--- src/rtl/gpio_irq_pkg.sv ---
// Shared definitions for the GPIO port interrupt unit.
// Assumes a 32-bit register data path with one bit per pin.
package gpio_irq_pkg;
    localparam int REG_W   = 32;
    localparam int CODE_W  = 2;
    localparam int HALF_PINS = REG_W / CODE_W;

    // Per-pin trigger selection codes
    typedef enum logic [CODE_W-1:0] {
        TRIG_LVL_HI = 2'd0,
        TRIG_LVL_LO = 2'd1,
        TRIG_RISE   = 2'd2,
        TRIG_FALL   = 2'd3
    } trig_e;

    // Bit positions inside the control word
    localparam int CTRL_ACK_BIT    = 0;
    localparam int CTRL_EN_BIT     = 1;
    localparam int CTRL_CLKSEL_BIT = 2;
endpackage

--- src/rtl/gpio_irq_sync.sv ---
// Two-flop synchronizer for every pin, plus one history flop.
// Provides the current and previous synchronized value for edge detection.
// Assumes pins are asynchronous and glitches shorter than a cycle may be lost.
module gpio_irq_sync #(
    parameter int W = 32
) (
    input  logic         clk,
    input  logic         rst_n,
    input  logic [W-1:0] pin_i,
    output logic [W-1:0] cur_o,
    output logic [W-1:0] prev_o
);
    logic [W-1:0] meta_q;
    logic [W-1:0] sync_q;
    logic [W-1:0] hist_q;

    // Synchronize pins and keep one cycle of history
    always_ff @(posedge clk) begin
        if (!rst_n) begin
            meta_q <= '0;
            sync_q <= '0;
            hist_q <= '0;
        end else begin
            meta_q <= pin_i;
            sync_q <= meta_q;
            hist_q <= sync_q;
        end
    end

    assign cur_o  = sync_q;
    assign prev_o = hist_q;
endmodule

--- src/rtl/gpio_irq_detect.sv ---
// Per-pin trigger decode: level high, level low, rising edge, falling edge.
// Produces a one-cycle hit vector, forced to zero for pins at or above ACTIVE.
// Assumes cur/prev come from the synchronizer and codes are stable registers.
module gpio_irq_detect
    import gpio_irq_pkg::*;
#(
    parameter int W      = 32,
    parameter int ACTIVE = 32
) (
    input  logic              clk,
    input  logic              rst_n,
    input  logic [W-1:0]      cur_i,
    input  logic [W-1:0]      prev_i,
    input  logic [2*W-1:0]    codes_i,
    output logic [W-1:0]      hit_o
);
    localparam logic [W-1:0] VALID = W'((64'd1 << ACTIVE) - 64'd1);

    logic [W-1:0] hit_raw;

    for (genvar i = 0; i < W; i++) begin : g_pin
        trig_e code;
        assign code = trig_e'(codes_i[CODE_W*i +: CODE_W]);

        // Decode the pin's trigger condition from its code
        always_comb begin
            unique case (code)
                TRIG_LVL_HI: hit_raw[i] = cur_i[i];
                TRIG_LVL_LO: hit_raw[i] = !cur_i[i];
                TRIG_RISE:   hit_raw[i] = cur_i[i] && !prev_i[i];
                TRIG_FALL:   hit_raw[i] = !cur_i[i] && prev_i[i];
                default:     hit_raw[i] = 1'b0;
            endcase
        end

        // a rising-edge trigger never fires two cycles in a row
        p_rise_single_r2: assert property (@(posedge clk) disable iff (!rst_n)
            (hit_raw[i] && code == TRIG_RISE && $past(code) == TRIG_RISE)
                |-> !$past(hit_raw[i]));
    end

    assign hit_o = hit_raw & VALID;
endmodule

--- src/rtl/gpio_irq_regs.sv ---
// Register file: control, pending (write-1-clear), mask and two type words.
// Builds the port interrupt and the latched port status bit.
// Assumes single-cycle write strobes. Reads are combinational while reg_re is high.
module gpio_irq_regs
    import gpio_irq_pkg::*;
#(
    parameter int W                 = 32,
    parameter int ACTIVE            = 32,
    parameter int ADDR_W            = 12,
    parameter logic [ADDR_W-1:0] CTRL_OFS = 12'h204,
    parameter logic [ADDR_W-1:0] PEND_OFS = 12'h208,
    parameter logic [ADDR_W-1:0] MASK_OFS = 12'h20C,
    parameter logic [ADDR_W-1:0] TYPE_OFS = 12'h240
) (
    input  logic              clk,
    input  logic              rst_n,
    input  logic [ADDR_W-1:0] addr_i,
    input  logic [W-1:0]      wdata_i,
    input  logic              we_i,
    input  logic              re_i,
    output logic [W-1:0]      rdata_o,
    input  logic [W-1:0]      hit_i,
    output logic [2*W-1:0]    codes_o,
    output logic              irq_o
);
    localparam logic [W-1:0] VALID = W'((64'd1 << ACTIVE) - 64'd1);
    localparam logic [ADDR_W-1:0] TYPE_HI_OFS = TYPE_OFS;
    localparam logic [ADDR_W-1:0] TYPE_LO_OFS = TYPE_OFS + ADDR_W'(4);

    logic [W-1:0] pend_q, mask_q, type_lo_q, type_hi_q;
    logic         en_q, clksel_q, stat_q;
    logic         sel_ctrl, sel_pend, sel_mask, sel_tlo, sel_thi;
    logic [W-1:0] clr_vec, pend_nxt;
    logic         cond, ack, stat_nxt;

    // Address decode of the five registers
    always_comb begin
        sel_ctrl = (addr_i == CTRL_OFS);
        sel_pend = (addr_i == PEND_OFS);
        sel_mask = (addr_i == MASK_OFS);
        sel_tlo  = (addr_i == TYPE_LO_OFS);
        sel_thi  = (addr_i == TYPE_HI_OFS);
    end

    // Next pending value: clear first, new triggers win
    always_comb begin
        clr_vec  = (we_i && sel_pend) ? wdata_i : '0;
        pend_nxt = ((pend_q & ~clr_vec) | hit_i) & VALID;
    end

    // Port interrupt condition and status latch update
    always_comb begin
        cond     = en_q && |(pend_q & mask_q);
        ack      = we_i && sel_ctrl && wdata_i[CTRL_ACK_BIT];
        stat_nxt = (stat_q && !ack) || cond;
    end

    // Register storage
    always_ff @(posedge clk) begin
        if (!rst_n) begin
            pend_q    <= '0;
            mask_q    <= '0;
            type_lo_q <= '0;
            type_hi_q <= '0;
            en_q      <= 1'b0;
            clksel_q  <= 1'b0;
            stat_q    <= 1'b0;
        end else begin
            pend_q <= pend_nxt;
            stat_q <= stat_nxt;
            if (we_i && sel_mask) mask_q    <= wdata_i & VALID;
            if (we_i && sel_tlo)  type_lo_q <= wdata_i;
            if (we_i && sel_thi)  type_hi_q <= wdata_i;
            if (we_i && sel_ctrl) begin
                en_q     <= wdata_i[CTRL_EN_BIT];
                clksel_q <= wdata_i[CTRL_CLKSEL_BIT];
            end
        end
    end

    // Read multiplexer
    always_comb begin
        rdata_o = '0;
        if (re_i) begin
            if (sel_ctrl) begin
                rdata_o[CTRL_ACK_BIT]    = stat_q;
                rdata_o[CTRL_EN_BIT]     = en_q;
                rdata_o[CTRL_CLKSEL_BIT] = clksel_q;
            end
            if (sel_pend) rdata_o = pend_q;
            if (sel_mask) rdata_o = mask_q;
            if (sel_tlo)  rdata_o = type_lo_q;
            if (sel_thi)  rdata_o = type_hi_q;
        end
    end

    // Low pins live in the low word, high pins in the high word
    assign codes_o = {type_hi_q, type_lo_q};
    assign irq_o   = cond;

    // a write-1 clear removes every bit not re-triggered that cycle
    p_clear_takes_r6: assert property (@(posedge clk) disable iff (!rst_n)
        (we_i && sel_pend) |=> ((pend_q & $past(wdata_i & ~hit_i)) == '0));

    // without a pending write, no pending bit falls
    p_no_drop_r6: assert property (@(posedge clk) disable iff (!rst_n)
        !(we_i && sel_pend) |=> (($past(pend_q) & ~pend_q) == '0));

    // every trigger is in the pending register one edge later
    p_hit_lands_r4: assert property (@(posedge clk) disable iff (!rst_n)
        (|hit_i) |=> ((pend_q & $past(hit_i)) == $past(hit_i)));

    // the status bit is set after any cycle with the interrupt high
    p_stat_follows_r9: assert property (@(posedge clk) disable iff (!rst_n)
        irq_o |=> stat_q);
endmodule

--- src/rtl/gpio_port_irq.sv ---
// GPIO port interrupt unit top: synchronizer, trigger decode, registers.
// Assumes PORT_PINS <= 32 and a register bus with single-cycle strobes.
module gpio_port_irq
    import gpio_irq_pkg::*;
#(
    parameter int PORT_PINS = 30,
    parameter int ADDR_W    = 12,
    parameter logic [ADDR_W-1:0] CTRL_OFS = 12'h204,
    parameter logic [ADDR_W-1:0] PEND_OFS = 12'h208,
    parameter logic [ADDR_W-1:0] MASK_OFS = 12'h20C,
    parameter logic [ADDR_W-1:0] TYPE_OFS = 12'h240
) (
    input  logic              clk,
    input  logic              rst_n,
    input  logic [REG_W-1:0]  pin_i,
    input  logic [ADDR_W-1:0] reg_addr,
    input  logic [REG_W-1:0]  reg_wdata,
    input  logic              reg_we,
    input  logic              reg_re,
    output logic [REG_W-1:0]  reg_rdata,
    output logic              irq_o
);
    logic [REG_W-1:0]   cur, prev, hit;
    logic [2*REG_W-1:0] codes;

    gpio_irq_sync #(.W(REG_W)) u_sync (
        .clk    (clk),
        .rst_n  (rst_n),
        .pin_i  (pin_i),
        .cur_o  (cur),
        .prev_o (prev)
    );

    gpio_irq_detect #(.W(REG_W), .ACTIVE(PORT_PINS)) u_detect (
        .clk     (clk),
        .rst_n   (rst_n),
        .cur_i   (cur),
        .prev_i  (prev),
        .codes_i (codes),
        .hit_o   (hit)
    );

    gpio_irq_regs #(
        .W        (REG_W),
        .ACTIVE   (PORT_PINS),
        .ADDR_W   (ADDR_W),
        .CTRL_OFS (CTRL_OFS),
        .PEND_OFS (PEND_OFS),
        .MASK_OFS (MASK_OFS),
        .TYPE_OFS (TYPE_OFS)
    ) u_regs (
        .clk     (clk),
        .rst_n   (rst_n),
        .addr_i  (reg_addr),
        .wdata_i (reg_wdata),
        .we_i    (reg_we),
        .re_i    (reg_re),
        .rdata_o (reg_rdata),
        .hit_i   (hit),
        .codes_o (codes),
        .irq_o   (irq_o)
    );
endmodule

--- config.mk ---
export PLATFORM = sky130hd
export DESIGN_NAME = gpio_port_irq
export DESIGN_NICKNAME = d
export VERILOG_FILES = /design/src/rtl/gpio_irq_pkg.sv /design/src/rtl/gpio_irq_sync.sv /design/src/rtl/gpio_irq_detect.sv /design/src/rtl/gpio_irq_regs.sv /design/src/rtl/gpio_port_irq.sv
export SDC_FILE = /design/constraint.sdc
export NUM_CORES = 1
export LEC_CHECK = 0
export ABC_AREA = 0
export BUFFER_PORTS_ARGS = -buffer_cell sky130_fd_sc_hd__buf_2
export CAP_MARGIN = 25
export CORE_MARGIN = 1.5
export CORE_UTILIZATION = 35
export DETAILED_ROUTE_END_ITERATION = 10
export PLACE_DENSITY_LB_ADDON = 0.2
export SLEW_MARGIN = 15
export SYNTH_ARGS = -nofsm -noshare
export SYNTH_HDL_FRONTEND = slang
export SYNTH_SLANG_ARGS = --single-unit
--- constraint.sdc ---
create_clock -name clk -period 4.2 [get_ports clk]
set_clock_uncertainty 0.15 [all_clocks]
set_input_delay 0.42 -clock clk [delete_from_list [all_inputs] [get_ports clk]]
set_output_delay 0.42 -clock clk [all_outputs]
set_load 0.02 [all_outputs]
==> impl_metrics.py, run 1 <==
metrics = {
    "outcome": {
        "status": "complete, no violations",
    },
    "power_and_ir_drop": {
        "power_uw": 4638,
        "ir_worst_vdd_mv": 0.3302,
        "leakage_uw": 0.003975,
        "p_per_area_nw_per_um2": 415.0,
    },
    "worst_setup_path": {
        "r2r_cells": 4,
        "cp.arrival_ns": 2.58,
        "critPathRequiredTime_ns": 3.63,
        "crit_path_cell_trace": "buf_2 > nor4b_1 > and4_2 > buf_4 > a221oi_1 > nor2_1 > buf_2",
        "critPathKind": "input pin to output port",
        "crit_slowest_cell": "and4_2",
        "path_max_fanout": 23,
        "worst_setup_path_end_kind": "output port",
        "crit_path_start_kind": "input pin",
        "ff2ff_setup_slack_ns": 2.79,
        "cpMostUsedCell": "buf_2",
        "slowest_delay_ns": 0.72,
    },
    "clocking": {
        "cts_hold_buf": 30,
        "cts_root_buffer": "clkbuf_16",
        "cts_tree": "yes",
        "htree_levels": 1,
        "clock_path_buffers": 3,
        "clk_pin_slew_ns": 0.06,
        "cts.sinks": 217,
        "post_cts_buffers": 0,
        "clk_latency_ns": 0.51,
        "cts-resized-gates": 0,
        "cts_made_buffers": 25,
    },
    "synth": {
        "synth_edf_count": 0,
        "synth_seq_cells": 217,
        "synth_top_area_cell": "dfxtp_1",
        "ys_warn_count": 0,
        "syn_avg_cell_area_um2": 8.816,
        "synth_top_area_share": 0.4693,
        "synthesis.area_um2": 9256,
        "netlist_instances": 1050,
        "netlist_top_cells_area": "dfxtp_1, a21oi_1, mux2i_1",
        "postSynth.asyncResetShare": 0,
        "yosysUniqueCellTypes": 41,
        "yosysSeqAreaShare": 0.4693,
        "syn_nets": 1130,
        "synth_ff_type": "dfxtp_1",
    },
    "place": {
        "finalWeightedCongestion": 0.7780,
        "dp_hpwl_mm": 17.67,
        "numPortBuffers": 110,
        "preCtsSetupSlack_ns": 1.054,
    },
    "route": {
        "drt-total-wl_mm": 28.20,
        "ant_nets": 0,
        "drtPass1Iterations": 8,
        "post_drt_wl_per_cell_um": 18.81,
        "num_vias": 8066,
        "drc_errors": 0,
        "vias_per_cell": 5.381,
        "drtIter0Drc": 689,
    },
    "global_route": {
        "antenna_found_initial": 1,
        "grt_max_degree": 100,
        "grtUsageTotal": 0.1985,
        "grt_overflow": 0,
        "grt_first_pass_wirelength_mm": 43.78,
        "grt_pass1_vias": 7532,
    },
    "floorplan": {
        "die_w_um": 165.6,
        "pin_count": 113,
        "num_rows": 59,
        "core_um2": 25980,
        "dieArea_um2": 27430,
        "die_h_um": 165.6,
        "start_util": 0.3562,
    },
    "hold_path": {
        "hold_depth": 3,
        "hp-class": "input pin to register",
    },
    "sta": {
        "period_share": 0.7496,
        "final-max-slew-violation-count": 0,
        "timing.fmax_mhz": 317.6,
        "fin_ws_ns": 1.052,
        "setup_viol": 0,
        "finalSetupTns_ns": 0,
        "hold_violations": 0,
        "min_period_ns": 3.148,
        "worst_pin_slew_ns": 0.9111,
        "whs_ns": 0.01648,
        "grt_setup_unrepaired": "false",
        "max-slew-margin-rel": 0.3919,
    },
    "flow_run": {
        "maxCapViolCount": 0,
    },
    "finish": {
        "mostFrequentLayoutCell": "dfxtp_1",
        "area_delta_synth_final_pct": 20.72,
        "n_antenna_cell": 0,
        "drive_gt1_frac": 0.1692,
        "fillCellCount": 2606,
        "layout_common_cells": "dfxtp_1, a21oi_1, buf_2",
        "layout.nets": 1228,
    },
}
==> layer usage <==
| metal | up-vias | part of all wire | GRT usage |
|---|---|---|---|
| met5 | - | 0.00046 | 0 |
| met4 | 2 | 0.016 | 0.04583 |
| met3 | 34 | 0.060 | 0.03441 |
| met2 | 256 | 0.45 | 0.3100 |
| met1 | 3864 | 0.48 | 0.2846 |
| li1 | 3910 | - | - |
==> metrics by stage <==
step	cell area [um^2]	util	cells
6_report	11170	0.4300	1499
5_1_grt	11170	0.4300	1499
4_1_cts	11150	0.4293	1498
3_5_place_dp	10020	0.3857	1425
3_3_place_gp	10020	0.3857	1425
2_1_floorplan	9256	-	1050
==> path summary, 6_finish.rpt <==
check / startpoint / end
setup / recovery: reg_addr[8] / reg_rdata[9]
hold / removal: reg_wdata[31] / u_regs.type_hi_q[31]
hold reg to reg: u_sync.meta_q[24] / u_sync.cur_o[24]
setup reg to reg: u_regs.pend_q[18] / u_regs.stat_q
==> registers in the layout, summed over array words and instances, names as in the netlist <==
register	flops
u_regs.type_hi_q	32
u_regs.pend_q	30
u_regs.en_q	1
u_regs.type_lo_q	32
u_sync.meta_q	30
u_regs.mask_q	30
u_sync.prev_o	30
u_regs.stat_q	1
u_sync.cur_o	30
u_regs.clksel_q	1
==> critical path, delay by kind of cell <==
kind	cells	cell delay, ns
simple gates	3	1.37
compound gates	1	0.08
buf+inv	3	0.68
==> cell type report <==
| cell class | instances | area, um^2 | area share |
|---|---|---|---|
| timing repair buffer | 154 | 993.5 | 0.08890 |
| clock inverter | 9 | 151.4 | 0.01355 |
| multi-input combinational | 717 | 4462 | 0.3993 |
| tap | 335 | 419.2 | 0.03751 |
| inverter | 33 | 125.1 | 0.01120 |
| sequential | 217 | 4344 | 0.3888 |
| clock buffer | 34 | 679.4 | 0.06080 |
==> kinds of logic after synthesis <==
family,share of synthesized area
DFF,0.4693
muxes,0.09881
xor gates and xnor gates,0.001893
AOI/OAI and AO/OA,0.2041
buffers and inverters,0.05055
and+or+nand+nor,0.1753
==> report_power, final <==
part / switching [uW] / internal, uW
Sequential: 26.9 / 2110
Combinational: 165 / 109
Clock: 854 / 1370
Total: 1050 / 3590
==> synthesized netlist by cell type, types with 5 or more instances <==
cell type	instances
dfxtp_1	217
and2_1	91
a21boi_0	30
o21ai_1	18
a22oi_1	17
a221oi_1	27
inv_1	32
a21oi_1	128
o21ai_0	103
mux2_2	27
buf_4	5
nand4_1	6
nand3_1	97
nand3b_1	6
nor2_1	66
mux2i_1	61
clkbuf_1	65
buf_2	9
nand2_1	9
a211oi_1	5
Power figures use the tool's default switching activity.
==> run 2: changes to the inputs <==
Settings changed: ABC_AREA 0 to 1.
Clock period 4.2 ns to 3.2 ns, I/O delays scaled along.
==> run 2 against run 1 <==
Register-to-register slack worse by 1.0 ns; design area up 4.6%; synthesized cell count up 36%; hold slack worse by 0.0034 ns.
==> impl_metrics.py, run 2 <==
metrics = {
    "outcome": {
        "status": "complete, no violations",
    },
    "worst_setup_path": {
        "cp.arrival_ns": 2.14,
        "timing.rr.start": "u_regs.pend_q[25]",
        "worst_setup_path_end_kind": "output port",
        "path_max_fanout": 59,
        "ff2ff_setup_slack_ns": 1.76,
        "r2r_cells": 8,
        "crit_path_start_kind": "input pin",
        "timing.rr.end": "u_regs.stat_q",
        "critPathKind": "input pin to output port",
        "critPathRequiredTime_ns": 2.73,
    },
    "global_route": {
        "grt_first_pass_wirelength_mm": 44.86,
        "grtUsageTotal": 0.2004,
        "grt_max_degree": 89,
        "grt_pass1_vias": 8324,
        "grt_overflow": 0,
        "antenna_found_initial": 0,
    },
    "clocking": {
        "clk_latency_ns": 0.52,
        "htree_levels": 1,
        "clk_pin_slew_ns": 0.06,
        "cts_made_buffers": 25,
        "cts_tree": "yes",
        "clock_path_buffers": 3,
        "cts_root_buffer": "clkbuf_16",
        "cts.sinks": 217,
    },
    "place": {
        "post_dp_cell_area_um2": 10280,
        "dp_hpwl_mm": 18.46,
        "numPortBuffers": 110,
        "finalWeightedCongestion": 0.7888,
    },
    "synth": {
        "synth_ff_type": "dfxtp_1",
        "synth_common_cells": "nand2_1, nor2_1, dfxtp_1, inv_1, o21ai_0",
        "syn_avg_cell_area_um2": 6.579,
        "ys_warn_count": 0,
        "netlist_instances": 1431,
        "postSynth.asyncResetShare": 0,
        "synth_top_area_cell": "dfxtp_1",
        "synth_edf_count": 0,
        "netlist_top_cells_area": "dfxtp_1, nand2_1, nor2_1",
        "synth.most_common_cell": "nand2_1",
        "synthesis.area_um2": 9414,
        "yosysSeqAreaShare": 0.4615,
        "syn_nets": 1511,
        "synth_top_area_share": 0.4615,
        "synth_seq_cells": 217,
        "yosysUniqueCellTypes": 23,
    },
    "finish": {
        "area_delta_synth_final_pct": 24.12,
        "reg_top3": "u_regs.type_hi_q: 32 flops, u_regs.type_lo_q: 32 flops",
        "layout.nets": 1660,
        "mostFrequentLayoutCell": "nand2_1",
        "drive_gt1_frac": 0.1163,
        "final_cell_area_um2": 11690,
        "layout_common_cells": "nand2_1, nor2_1, dfxtp_1",
    },
    "route": {
        "drc_errors": 0,
        "vias_per_cell": 4.625,
        "drt-total-wl_mm": 27.88,
        "post_drt_wl_per_cell_um": 14.41,
        "num_vias": 8950,
        "ant_nets": 0,
        "drtPass1Iterations": 5,
        "drtIter0Drc": 599,
    },
    "floorplan": {
        "die_w_um": 167.0,
        "die_h_um": 167.0,
        "start_util": 0.3592,
        "dieArea_um2": 27890,
        "pin_count": 113,
        "core_um2": 26210,
        "num_rows": 59,
    },
    "sta": {
        "finalSetupTns_ns": 0,
        "period_share": 0.8161,
        "setup_viol": 0,
        "final-max-slew-violation-count": 0,
        "min_period_ns": 2.611,
        "worst_pin_slew_ns": 0.7260,
        "timing.fmax_mhz": 382.9,
        "hold_violations": 0,
        "grt_setup_unrepaired": "false",
        "whs_ns": 0.01305,
        "max-slew-margin-rel": 0.5119,
    },
    "power_and_ir_drop": {
        "leakage_uw": 0.006019,
        "p_per_area_nw_per_um2": 499.5,
        "power_uw": 5837,
        "ir_worst_vdd_mv": 0.3743,
    },
    "hold_path": {
        "hold_depth": 3,
        "hp-start": "reg_wdata[2]",
        "whs_endpoint": "u_regs.type_hi_q[2]",
        "hp-class": "input pin to register",
    },
    "flow_run": {
        "maxCapViolCount": 0,
    },
}
[run 2: cell count changes after synthesis, moves of 27 or more]
cell and delta:
a221oi_1 -27, nand2_1 +332, and2_1 -91, mux2i_1 -61, clkbuf_1 -32, o31ai_1 +30, nor2_1 +259, inv_1 +174
a21oi_1 -93, a21boi_0 -30, mux2_2 -27, nand3_1 -28
[run 2: final cells by class]
type	count	area [um^2]
Tap cell	335	419.2
Inverter	211	792.0
Timing Repair Buffer	189	1364
Clock inverter	15	113.9
Clock buffer	31	668.1
Antenna cell	1	2.502
Fill cell	2706	14520
Multi-Input combinational cell	936	3981
Sequential cell	217	4344
[run 2: worst max path at each step]
stage | slack [ns] | startpoint | end
final | 0.59 | reg_addr[11] | reg_rdata[30]
after global routing | 0.37 | reg_addr[11] | reg_rdata[31]
after CTS | 0.59 | reg_addr[11] | reg_rdata[31]
after detailed placement | 0.59 | reg_addr[11] | reg_rdata[31]
after global placement | 0.61 | reg_addr[11] | reg_rdata[30]
after floorplan | 1.29 | reg_addr[1] | reg_rdata[17]
[run 2: per-layer routing]
metal	vias to the layer above	part of all wire	track usage	wire length, um
met4	0	0.014	0.04269	403
met1	4044	0.49	0.2877	13800
met5	-	0	0	0
li1	4649	-	-	-
met2	228	0.44	0.3194	12180
met3	29	0.054	0.02733	1496
[run 2: logic make-up (layout without fill, tap and decap cells)]
| family | after synthesis | count (layout) | share of synthesized area |
|---|---|---|---|
| AOI/OAI and AO/OA | 189 | 189 | 0.1085 |
| DFF | 217 | 217 | 0.4615 |
| buffers and inverters | 278 | 446 | 0.1166 |
| other | 0 | 1 | 0 |
| and+or+nand+nor | 747 | 747 | 0.3135 |
[run 2: through the flow]
| step | worst slack [ns] | util | std cells |
|---|---|---|---|
| after floorplan | 1.294 | - | 1431 |
| after global routing | 0.3670 | 0.4458 | 1934 |
| final | 0.5885 | 0.4459 | 1935 |
| after detailed placement | 0.5939 | 0.3923 | 1826 |
| after CTS | 0.5874 | 0.4458 | 1934 |
| after global placement | 0.6095 | 0.3923 | 1826 |
[run 2: power breakdown]
group	internal, uW	switching (uW)	total (uW)
Sequential	2770	38.5	2810
Combinational	138	177	315
Clock	1570	1150	2720
Total	4470	1360	5840
[run 2: timing repair]
| action | 4_1_cts | 5_1_grt |
|---|---|---|
| hold buffers | 62 | 0 |
| setup buffers | 0 | 0 |
| endpoints found under the setup margin | 0 | 0 |
| gates resized for setup | 0 | 0 |
| endpoints found under the hold margin | 131 | 0 |
[run 2: critical path, cell delays in order]
cell	delay, ns
buf_2	0.11
nor2_1	0.12
nand2_2	0.13
nor2_4	0.24
nand2_4	0.40
inv_2	0.33
nand2_1	0.08
a21oi_1	0.18
buf_2	0.20
==> run 3: changes to the inputs <==
Settings changed: ABC_AREA 1 to 0.
Clock period 3.2 ns to 2.65 ns, I/O delays scaled along.
==> run 3 against run 2 <==
Register-to-register slack got worse by 0.51 ns; first-iteration DRC count increased by 9.3%; setup slack got worse by 0.50 ns; critical path depth decreased by 2; count of clock-buffer cells in the layout increased by 10; final cell count decreased by 20%; global-route usage increased by 0.18 points; critical endpoint is now reg_rdata[21]; hold slack improved by 0.053 ns; via count decreased by 8.2%; clock power increased by 24%; sequential power increased by 20%; non-clock buffer count increased by 9.
==> impl_metrics.py, run 3 (synthesized netlist as in run 1, its figures left out) <==
metrics = {
    "worst_setup_path": {
        "ff2ff_setup_slack_ns": 1.25,
        "crit_family": "simple AND/OR/NAND/NOR gates",
        "timing.rr.end": "u_regs.stat_q",
        "crit_path_cell_trace": "buf_2 > or4_1 > nor4_4 > buf_12 > a221oi_1 > nor2_1 > buf_2",
        "critPathBufInv": 3,
        "critPathRequiredTime_ns": 2.24,
        "slowest_delay_ns": 0.63,
        "cp.depth": 7,
        "cpMostUsedCell": "buf_2",
        "crit_slowest_cell": "or4_1",
        "path_max_fanout": 27,
        "crit_path_end": "reg_rdata[21]",
        "r2r_cells": 4,
        "critPathKind": "input pin to output port",
        "crit_path_start": "reg_addr[11]",
        "timing.rr.start": "u_regs.pend_q[27]",
        "worst_setup_path_end_kind": "output port",
        "crit_path_start_kind": "input pin",
        "cp.arrival_ns": 2.15,
    },
    "sta": {
        "whs_ns": 0.06630,
        "max-slew-margin-rel": 0.4615,
        "timing.fmax_mhz": 389.7,
        "final-max-slew-violation-count": 0,
        "setup_viol": 0,
        "finalSetupTns_ns": 0,
        "period_share": 0.9684,
        "grt_setup_unrepaired": "false",
        "worst_pin_slew_ns": 0.8078,
        "fin_ws_ns": 0.08372,
        "min_period_ns": 2.566,
        "hold_violations": 0,
    },
    "clocking": {
        "clk_latency_ns": 0.52,
        "clock_path_buffers": 3,
        "cts.sinks": 217,
        "clk_pin_slew_ns": 0.05,
        "cts_tree": "yes",
        "cts_made_buffers": 24,
        "cts_root_buffer": "clkbuf_16",
        "htree_levels": 1,
    },
    "hold_path": {
        "hp-class": "input pin to register",
        "hold_depth": 3,
    },
    "finish": {
        "reg_top3": "u_regs.type_hi_q: 32 flops, u_regs.type_lo_q: 32 flops",
        "area_delta_synth_final_pct": 25.98,
        "final_cell_area_um2": 11660,
        "mostFrequentLayoutCell": "dfxtp_1",
        "n_antenna_cell": 0,
        "layout.nets": 1271,
        "layout_common_cells": "dfxtp_1, a21oi_1, buf_2",
        "drive_gt1_frac": 0.1745,
    },
    "global_route": {
        "use_met3": 0.02915,
        "gr-usage-met1": 0.2880,
        "grt_overflow": 0,
        "grt_first_pass_wirelength_mm": 44.71,
        "grt_max_degree": 95,
        "busiest_layer": "met2",
        "grt_pass1_vias": 7784,
        "antenna_found_initial": 0,
        "grtUsageTotal": 0.2022,
        "grtUsageMet2": 0.3174,
    },
    "floorplan": {
        "die_w_um": 165.6,
        "die_h_um": 165.6,
        "core_um2": 25980,
        "start_util": 0.3562,
        "num_rows": 59,
        "dieArea_um2": 27430,
        "pin_count": 113,
    },
    "route": {
        "vias_per_cell": 5.323,
        "ant_nets": 0,
        "num_vias": 8218,
        "drtIter0Drc": 655,
        "drc_errors": 0,
        "post_drt_wl_per_cell_um": 18.55,
        "drtPass1Iterations": 5,
        "drt-total-wl_mm": 28.64,
    },
    "flow_run": {
        "maxCapViolCount": 0,
    },
    "place": {
        "preCtsSetupSlack_ns": 0.08151,
        "dp_hpwl_mm": 18.11,
        "finalWeightedCongestion": 0.7989,
        "numPortBuffers": 110,
        "post_dp_cell_area_um2": 10190,
    },
    "power_and_ir_drop": {
        "leakage_uw": 0.004191,
        "ir_worst_vdd_mv": 0.4051,
        "p_per_area_nw_per_um2": 621.2,
    },
    "outcome": {
        "status": "complete, no violations",
    },
}
[run 3: cell types whose count changed in the layout (fill, tap and decap cells not counted), moves of 28 or more]
cell,before,now
and2_1,0,91
nand2_1,340,9
a21boi_0,0,30
nand3_1,69,97
o31ai_1,30,0
mux2i_1,0,61
inv_1,206,32
nor2_1,325,66
a21oi_1,35,128
[run 3: where the power goes]
part	internal, uW	switching [uW]
combinational	210	270
clock	2070	1310
sequential	3340	42.4
total	5630	1620
[run 3: worst min-delay path by stage]
stage	startpoint	slack (ns)	endpoint
floorplan	pin_i[26]	0.24	u_sync.meta_q[26]
global placement	u_sync.meta_q[23]	0.26	u_sync.cur_o[23]
detailed placement	u_sync.meta_q[26]	0.27	u_sync.cur_o[26]
CTS	reg_we	0.03	u_regs.type_hi_q[24]
global route	reg_we	0.06	u_regs.type_hi_q[24]
finish	reg_we	0.07	u_regs.type_hi_q[24]
[run 3: final cells by class]
cell class / count / area, um^2
Clock buffer: 41 / 775.7
Clock inverter: 3 / 40.04
Fill cell: 2604 / 14320
Inverter: 33 / 125.1
Multi-Input combinational cell: 717 / 4461
Sequential cell: 217 / 4344
Tap cell: 335 / 419.2
Timing Repair Buffer: 198 / 1496
[run 3: worst min-delay path: cells and delay by family]
kind                   cells  cell delay, ns
AND/OR/NAND/NOR            1            0.13
buffers and inverters      1            0.22
AO/OA/AOI/OAI              1            0.06
[run 3: timing repair]
action / in CTS / in global routing
gates resized for setup: 0 / 1
hold endpoints to repair: 126 / 0
hold buffers: 62 / 0
setup buffers: 0 / 1
setup endpoints to repair: 0 / 2
[run 3: per-stage QoR]
| stage | instances | util | power, uW |
|---|---|---|---|
| floorplan | 1050 | - | 3664 |
| global placement | 1436 | 0.3921 | 3861 |
| detailed placement | 1436 | 0.3921 | 3863 |
| CTS | 1542 | 0.4474 | 7316 |
| global route | 1544 | 0.4488 | 7493 |
| finish | 1544 | 0.4488 | 7244 |
[run 3: per-layer routing]
metal / vias to the layer above / part of all wire
li1: 4008 / -
met1: 3910 / 0.48
met2: 252 / 0.45
met3: 48 / 0.055
met4: 0 / 0.023
met5: - / 0
